### src/rtl/usbfifo_pkg.sv
package usbfifo_pkg;

    localparam int DATA_W = 16;
    localparam logic [1:0] ADDR_OUT = 2'b00;
    localparam logic [1:0] ADDR_IN  = 2'b10;

    typedef enum logic [2:0] {
        ST_IDLE,
        ST_SEL_RX,
        ST_RX,
        ST_SEL_TX,
        ST_TX,
        ST_PKTEND
    } ctrl_st_e;

    typedef struct packed {
        logic       rd;
        logic       wr;
        logic       pe;
        logic       oe_req;
        logic       drive;
        logic [1:0] addr;
    } bus_ctl_t;

    function automatic bus_ctl_t decode_bus(ctrl_st_e st, logic rd_fire, logic wr_fire);
        bus_ctl_t c;
        c.rd     = rd_fire;
        c.wr     = wr_fire;
        c.pe     = (st == ST_PKTEND);
        c.oe_req = (st == ST_SEL_RX) || (st == ST_RX);
        c.drive  = (st == ST_SEL_TX) || (st == ST_TX) || (st == ST_PKTEND);
        c.addr   = c.drive ? ADDR_IN : ADDR_OUT;
        return c;
    endfunction

endpackage

### src/rtl/usbfifo_pktcnt.sv
module usbfifo_pktcnt #(
    parameter int LW = 9
) (
    input  logic          clk,
    input  logic          rst,
    input  logic [LW-1:0] lim,
    input  logic          wr,
    input  logic          last,
    output logic          pe_need
);
    logic [LW-1:0] cnt;
    logic [LW-1:0] nxt;

    assign nxt     = cnt + LW'(1);
    assign pe_need = wr && last && (nxt != lim);

    always_ff @(posedge clk) begin
        if (rst) begin
            cnt <= '0;
        end else if (wr) begin
            cnt <= (last || nxt == lim) ? '0 : nxt;
        end
    end

    AST_CNT_BELOW_LIMIT: assert property (@(posedge clk) disable iff (rst)
        cnt < lim);

endmodule

### src/rtl/usbfifo_ctrl.sv
module usbfifo_ctrl
    import usbfifo_pkg::*;
#(
    parameter int BURST_WORDS = 16
) (
    input  logic     clk,
    input  logic     rst,
    input  logic     bus_empty,
    input  logic     bus_full,
    input  logic     rx_ready,
    input  logic     tx_valid,
    input  logic     tx_last,
    input  logic     pe_need,
    output ctrl_st_e st,
    output logic     rd_fire,
    output logic     wr_fire
);
    localparam int BW = (BURST_WORDS > 1) ? $clog2(BURST_WORDS) : 1;
    localparam logic [BW-1:0] BLAST = BW'(BURST_WORDS - 1);

    ctrl_st_e      st_n;
    logic [BW-1:0] bcnt, bcnt_n;

    assign rd_fire = (st == ST_RX) && !bus_empty && rx_ready;
    assign wr_fire = (st == ST_TX) && tx_valid && !bus_full;

    always_comb begin
        st_n   = st;
        bcnt_n = bcnt;
        unique case (st)
            ST_IDLE:   st_n = ST_SEL_RX;
            ST_SEL_RX: begin st_n = ST_RX; bcnt_n = '0; end
            ST_RX: begin
                if (rd_fire) bcnt_n = bcnt + BW'(1);
                if (!rd_fire || bcnt == BLAST) st_n = ST_SEL_TX;
            end
            ST_SEL_TX: begin st_n = ST_TX; bcnt_n = '0; end
            ST_TX: begin
                if (wr_fire) bcnt_n = bcnt + BW'(1);
                if (wr_fire && tx_last)
                    st_n = pe_need ? ST_PKTEND : ST_SEL_RX;
                else if (!wr_fire || bcnt == BLAST)
                    st_n = ST_SEL_RX;
            end
            ST_PKTEND: st_n = ST_SEL_RX;
            default:   st_n = ST_IDLE;
        endcase
    end

    always_ff @(posedge clk) begin
        if (rst) begin
            st   <= ST_IDLE;
            bcnt <= '0;
        end else begin
            st   <= st_n;
            bcnt <= bcnt_n;
        end
    end

    AST_RX_AFTER_SELECT: assert property (@(posedge clk) disable iff (rst)
        (st == ST_RX) |-> ($past(st) == ST_SEL_RX || $past(st) == ST_RX));

    AST_TX_AFTER_SELECT: assert property (@(posedge clk) disable iff (rst)
        (st == ST_TX) |-> ($past(st) == ST_SEL_TX || $past(st) == ST_TX));

endmodule

### src/rtl/usbfifo_master.sv
module usbfifo_master
    import usbfifo_pkg::*;
#(
    parameter int HS_WORDS    = 256,
    parameter int FS_WORDS    = 32,
    parameter int BURST_WORDS = 16
) (
    input  logic              clk,
    input  logic              rst,
    input  logic              hs_mode,
    output logic [1:0]        fifo_addr,
    input  logic [DATA_W-1:0] fd_in,
    output logic [DATA_W-1:0] fd_out,
    output logic              fd_oe,
    output logic              sloe_n,
    output logic              slrd_n,
    output logic              slwr_n,
    output logic              pktend_n,
    input  logic              bus_full,
    input  logic              bus_empty,
    output logic [DATA_W-1:0] rx_data,
    output logic              rx_valid,
    input  logic              rx_ready,
    input  logic [DATA_W-1:0] tx_data,
    input  logic              tx_valid,
    input  logic              tx_last,
    output logic              tx_ready
);
    localparam int LW = $clog2(HS_WORDS + 1);

    ctrl_st_e      st;
    logic          rd_fire, wr_fire, pe_need;
    logic [LW-1:0] lim;
    bus_ctl_t      ctl;

    assign lim = hs_mode ? LW'(HS_WORDS) : LW'(FS_WORDS);

    usbfifo_ctrl #(.BURST_WORDS(BURST_WORDS)) u_ctrl (
        .clk      (clk),
        .rst      (rst),
        .bus_empty(bus_empty),
        .bus_full (bus_full),
        .rx_ready (rx_ready),
        .tx_valid (tx_valid),
        .tx_last  (tx_last),
        .pe_need  (pe_need),
        .st       (st),
        .rd_fire  (rd_fire),
        .wr_fire  (wr_fire)
    );

    usbfifo_pktcnt #(.LW(LW)) u_pktcnt (
        .clk    (clk),
        .rst    (rst),
        .lim    (lim),
        .wr     (wr_fire),
        .last   (tx_last),
        .pe_need(pe_need)
    );

    assign ctl       = decode_bus(st, rd_fire, wr_fire);
    assign fifo_addr = ctl.addr;
    assign sloe_n    = !ctl.oe_req;
    assign slrd_n    = !ctl.rd;
    assign slwr_n    = !ctl.wr;
    assign pktend_n  = !ctl.pe;
    assign fd_oe     = ctl.drive;
    assign fd_out    = tx_data;

    assign rx_data   = fd_in;
    assign rx_valid  = (st == ST_RX) && !bus_empty;
    assign tx_ready  = (st == ST_TX) && !bus_full;

    AST_RD_NOT_EMPTY: assert property (@(posedge clk) disable iff (rst)
        !slrd_n |-> !bus_empty);
    AST_WR_NOT_FULL: assert property (@(posedge clk) disable iff (rst)
        !slwr_n |-> !bus_full);
    AST_OE_LEADS_READ: assert property (@(posedge clk) disable iff (rst)
        !slrd_n |-> $past(!sloe_n));
    AST_ADDR_SETTLED: assert property (@(posedge clk) disable iff (rst)
        (!slrd_n || !slwr_n || !pktend_n) |-> $stable(fifo_addr));
    AST_NO_CONTENTION: assert property (@(posedge clk) disable iff (rst)
        fd_oe |-> sloe_n);
    AST_RD_NEEDS_READY: assert property (@(posedge clk) disable iff (rst)
        !slrd_n |-> rx_ready);
    AST_PE_AFTER_LAST: assert property (@(posedge clk) disable iff (rst)
        !pktend_n |-> $past(!slwr_n && tx_last));
    AST_STROBES_EXCL: assert property (@(posedge clk) disable iff (rst)
        $countones({!slrd_n, !slwr_n, !pktend_n}) <= 1);

endmodule

### config.mk
export PLATFORM = sky130hd
export DESIGN_NAME = usbfifo_master
export DESIGN_NICKNAME = d
export VERILOG_FILES = /design/src/rtl/usbfifo_pkg.sv /design/src/rtl/usbfifo_pktcnt.sv /design/src/rtl/usbfifo_ctrl.sv /design/src/rtl/usbfifo_master.sv
export SDC_FILE = /design/constraint.sdc
export NUM_CORES = 1
export LEC_CHECK = 0
export CORE_ASPECT_RATIO = 0.75
export CORE_UTILIZATION = 39
export DETAILED_ROUTE_END_ITERATION = 8
export PLACE_DENSITY = 0.82
export SETUP_SLACK_MARGIN = 0.3
export SYNTH_ARGS = -nofsm -noshare
export SYNTH_HDL_FRONTEND = slang
export SYNTH_HIERARCHICAL = 1
export SYNTH_SLANG_ARGS = --single-unit
### constraint.sdc
create_clock -name clk -period 2.51 [get_ports clk]
set_clock_uncertainty 0.1 [all_clocks]
set_input_delay 0.753 -clock clk [delete_from_list [all_inputs] [get_ports clk]]
set_output_delay 0.753 -clock clk [all_outputs]
set_load 0.05 [all_outputs]
== Word level (Yosys, flattened, before mapping) ==
Cells that the tools add are included.

* Output and inout port bits: 41
* Register bits after elaboration: 16

* Mux-type cells: 11
* Eq/ne operators: 12
* $add $sub $neg: 2
* Reductions and logical operators: 25

{| class="wikitable"
|+ Operators by type and width
! operator !! count
|-
| 9-bit 2-to-1 mux || 2
|-
| 3-bit case mux with 5 select lines || 1
|-
| 3-bit 2-to-1 mux || 4
|-
| 4-bit case mux with 3 select lines || 1
|-
| 9-bit by 1-bit adder with 9-bit output, second input constant || 1
|-
| 9-bit == test || 1
|-
| 9-bit != test || 1
|-
| 4-bit 2-to-1 mux || 2
|-
| 1-bit logical AND || 7
|-
| 3-bit by 2-bit == test with 1-bit output, second input constant || 2
|-
| 3-bit == test, second input constant || 2
|-
| 1-bit zero test || 6
|-
| 1-bit logical OR || 6
|-
| 2-bit by 1-bit != test with 1-bit output, second input constant || 3
|-
| 4-bit by 1-bit adder with 4-bit output, second input constant || 1
|-
| 4-bit == test, second input constant || 1
|-
| 2-bit OR reduction || 2
|-
| 3-bit by 1-bit == test with 1-bit output, second input constant || 1
|-
| 3-bit zero test || 1
|-
| 3-bit by 1-bit != test with 1-bit output, second input constant || 1
|-
| 3-bit AND reduction || 1
|-
| 3-bit nonzero test || 1
|-
| 2-bit 2-to-1 mux || 1
|-
| 2-bit AND reduction || 1
|}

== Logic depth before layout (Yosys ltp) ==
* Depth after elaboration: 8
* Gate-level depth with buffers: 9

== Hierarchy ==
Netlist, hierarchy kept.

{| class="wikitable"
|+ Modules (own cells, without submodules)
! module !! cells an instance !! area each (um^2) !! seq. area each (um^2) !! instances
|-
| usbfifo_pktcnt || 105 || 749.5 || 180.2 || 1
|-
| usbfifo_ctrl || 41 || 377.9 || 140.1 || 1
|-
| usbfifo_master || 46 || 321.6 || 0.0 || 1
|}

== Least setup slack after synthesis ==
OpenSTA, ideal clock, no wires.

* Path type: input-to-output
* Start point: input bus_empty
* End point: output rx_valid
* Buffers on the path: 0
* Path slack: -739 ps
* Stages on the path: 1
* Arrival time: 2396 ps
* Path through: nor4b_1

* Longest elaborated chain between the ends: 2

{| class="wikitable"
|+ RTL lines
! what !! RTL line !! text
|-
| start: declaration || usbfifo_master.sv:20 || <nowiki>input logic bus_empty,</nowiki>
|-
| 1-bit zero test || usbfifo_master.sv:71 || <nowiki>assign rx_valid = (st == ST_RX) && !bus_empty;</nowiki>
|-
| 1-bit logical AND || usbfifo_master.sv:71 ||
|-
| end: declaration || usbfifo_master.sv:22 || <nowiki>output logic rx_valid,</nowiki>
|}

No other way between the ends.

== Final worst setup path ==
Ends and elaborated chain as after synthesis.

==> impl_metrics.json <==
{
  "post-route-min-period_ns": 2.24,
  "cts_tree": "done",
  "ys_seq_elements": 16,
  "slew_viol_final": 0,
  "internal_power_uw": 495,
  "synth-async-reset-ratio": 0,
  "start_kind": "input port",
  "synth_top_area_share": 0.221,
  "rsz0062_at_grt": "true",
  "clkPwrFrac": 0.332,
  "status": "completed",
  "ys_warn_count": 6,
  "finalCritPeriodShare": 0.890,
  "setup_violations": 0,
  "portBuffers": 15,
  "arrival_ns": 1.38,
  "endpoint_kind": "primary output",
  "route.met2.wl_um": 1810,
  "grt_max_degree": 23,
  "vias": 1325,
  "first_global_vias": 1137,
  "die_area_um2": 3970,
  "n_antenna_cell": 0,
  "ant_nets": 0,
  "initial_core_util": 0.423,
  "postSynthCellCount": 192,
  "drtIter0Drc": 60,
  "num_io_pins": 81,
  "clk_pin_slew_ns": 0.06,
  "seqCellArea_um2": 335,
  "cts_sinks": 16,
  "grt_pass1_wl_um": 5520,
  "clock.fmax_ghz": 0.447,
  "cts_root_buf": "clkbuf_8",
  "met1_length_um": 1670,
  "multi_input_area_um2": 1030,
  "finalSetupTns_ns": 0,
  "synth_flop_cell": "dfxtp_1",
  "cts_hold_buffers": 0,
  "first_pass_iters": 4,
  "clk-insertion-delay-late_ns": 0.26,
  "post-route-drc-count": 0,
  "hpwl_um": 2490,
  "coreArea_um2": 3420,
  "postSynthAreaPerCell_um2": 7.55,
  "fillCellCount": 292,
  "switching_power_uw": 224,
  "place_congestion": 0.855,
  "antenna_found_initial": 0,
  "fin_util": 0.564,
  "ctsLongestPathBuffers": 2,
  "crit_required_ns": 1.66,
  "wl_met3_um": 270,
  "p_comb_frac": 0.282,
  "hold_path.class": "reg2reg",
  "synth.area.top_cells": "dfxtp_1 22%, buf_4 18%, o21ai_0 5.9%",
  "swShare": 0.311,
  "nNetsFinal": 247,
  "std_cell_rows": 18,
  "drt-total-wl_um": 3790,
  "syn_to_final_growth_pct": 33.2,
  "timing.max_cap.violations": 0,
  "numCtsBuffers": 3,
  "die_y_um": 54.8,
  "powerDensity_nw_per_um2": 373,
  "grtUsageTotal": 0.185,
  "ir_drop_mv": 0.480,
  "vias_per_cell": 5.22,
  "top_layer_used": "met4",
  "wl_per_cell_um": 14.9,
  "drive_gt1_frac": 0.368,
  "die_w_um": 72.4,
  "synth_top_area_cell": "dfxtp_1",
  "overflow": 0,
  "pwr-share-seq": 0.386,
  "synth_area_um2": 1450,
  "synth.distinct_cells": 44,
  "synth.yosys.seq_area_share": 0.221,
  "cp_max_fo": 2,
  "hold_viol": 0,
  "path_class": "in2out",
  "htreeDepth": 1,
  "leakage_uw": 0.000683,
  "synth_edf_count": 0
}
## cell type report
type / count / area share
multi-input combinational: 135 / 0.533
timing repair buffer: 39 / 0.211
sequential: 16 / 0.174
tap: 50 / 0.0324
clock buffer: 4 / 0.0285
inverter: 10 / 0.0214
## flip-flops by register name, indices dropped and copies added (netlist names)
signal and count:
u_ctrl/bcnt 4, u_pktcnt/cnt 9, u_ctrl/st 3
## repair_timing
action                     4_1_cts  5_1_grt
buffers inserted                 6        4
pin swaps                       10       10
hold endpoints to repair         0        0
gates resized for setup         30       22
setup endpoints to repair       16       15
## placed cells by master, fill, tap and decap left out, drive strengths merged, types with 2 or more instances in the layout
cell type | synthesis | layout
a211o | 2 | 2
xnor2 | 3 | 3
mux2i | 2 | 2
dfxtp | 16 | 16
nor4 | 8 | 8
o32ai | 2 | 2
nand3 | 11 | 11
a211oi | 2 | 2
ha | 2 | 2
or3 | 3 | 3
nand2b | 3 | 3
nor2 | 11 | 11
inv | 10 | 9
clkbuf | 4 | 4
nor3 | 6 | 6
buf | 37 | 36
nand4bb | 2 | 2
clkdlybuf4s50 | 0 | 2
nand2 | 16 | 16
nand4 | 2 | 2
o21ai | 17 | 17
or4 | 2 | 2
xor2 | 8 | 8
a21oi | 5 | 5
a31oi | 3 | 3
nand3b | 2 | 2
conb | 1 | 11
## cell usage after synthesis (3+ instances only)
library cell / count
buf_4: 34
o21ai_0: 17
dfxtp_1: 16
nand2_1: 16
nor2_1: 11
inv_1: 10
nand3_1: 10
xor2_1: 8
nor4_1: 7
nor3_1: 6
a21oi_1: 5
clkbuf_1: 4
a31oi_1: 3
nand2b_1: 3
or3_1: 3
xnor2_1: 3
## critical path, cell delays in order
cell     delay (ns)
buf_6          0.09
buf_6          0.10
nor4b_4        0.25
buf_12         0.18
## metal layers
| layer | GRT usage | vias up |
|---|---|---|
| li1 | - | 657 |
| met1 | 0.255 | 611 |
| met2 | 0.294 | 49 |
| met3 | 0.0387 | 8 |
| met4 | 0.0490 | 0 |
| met5 | 0 | - |
## power by group through the flow
stage	clock [uW]	sequential, uW	combinational, uW
floorplan	0	281	251
global placement	0	284	191
detailed placement	0	284	193
CTS	236	277	195
global route	255	279	215
finish	239	278	203
## through the flow
| stage | hold slack [ns] | total power [uW] | area, um^2 | cells | worst slack, ns |
|---|---|---|---|---|---|
| final | 0.388 | 719 | 1930 | 254 | 0.275 |
| after global routing | 0.412 | 749 | 1930 | 254 | 0.204 |
| after CTS | 0.388 | 707 | 1800 | 250 | 0.237 |
| after detailed placement | 0.376 | 476 | 1670 | 240 | -0.358 |
| after global placement | 0.366 | 474 | 1670 | 240 | -0.320 |
| after floorplan | 0.343 | 532 | 1580 | 202 | 0.277 |
## path summary, 6_finish.rpt
check,to,slack (ns),start,cells past startpoint
worst max-delay path,rx_valid,0.27,bus_empty,4
worst min-delay path,u_ctrl/bcnt[0],0.39,u_ctrl/bcnt[0],2
worst max register to register,u_pktcnt/cnt[5],0.30,u_pktcnt/cnt[1],9
worst min register to register,u_ctrl/bcnt[0],0.39,u_ctrl/bcnt[0],2
## kinds of logic after synthesis
family / share of synthesized area
AOI/OAI and AO/OA: 0.173
and+or+nand+nor: 0.284
other: 0.00259
muxes: 0.0138
buffers and inverters: 0.222
xor gates and xnor gates: 0.0665
adders and majority gates: 0.0173
DFF: 0.221
Note: power is estimated with default switching activity, not from simulation.
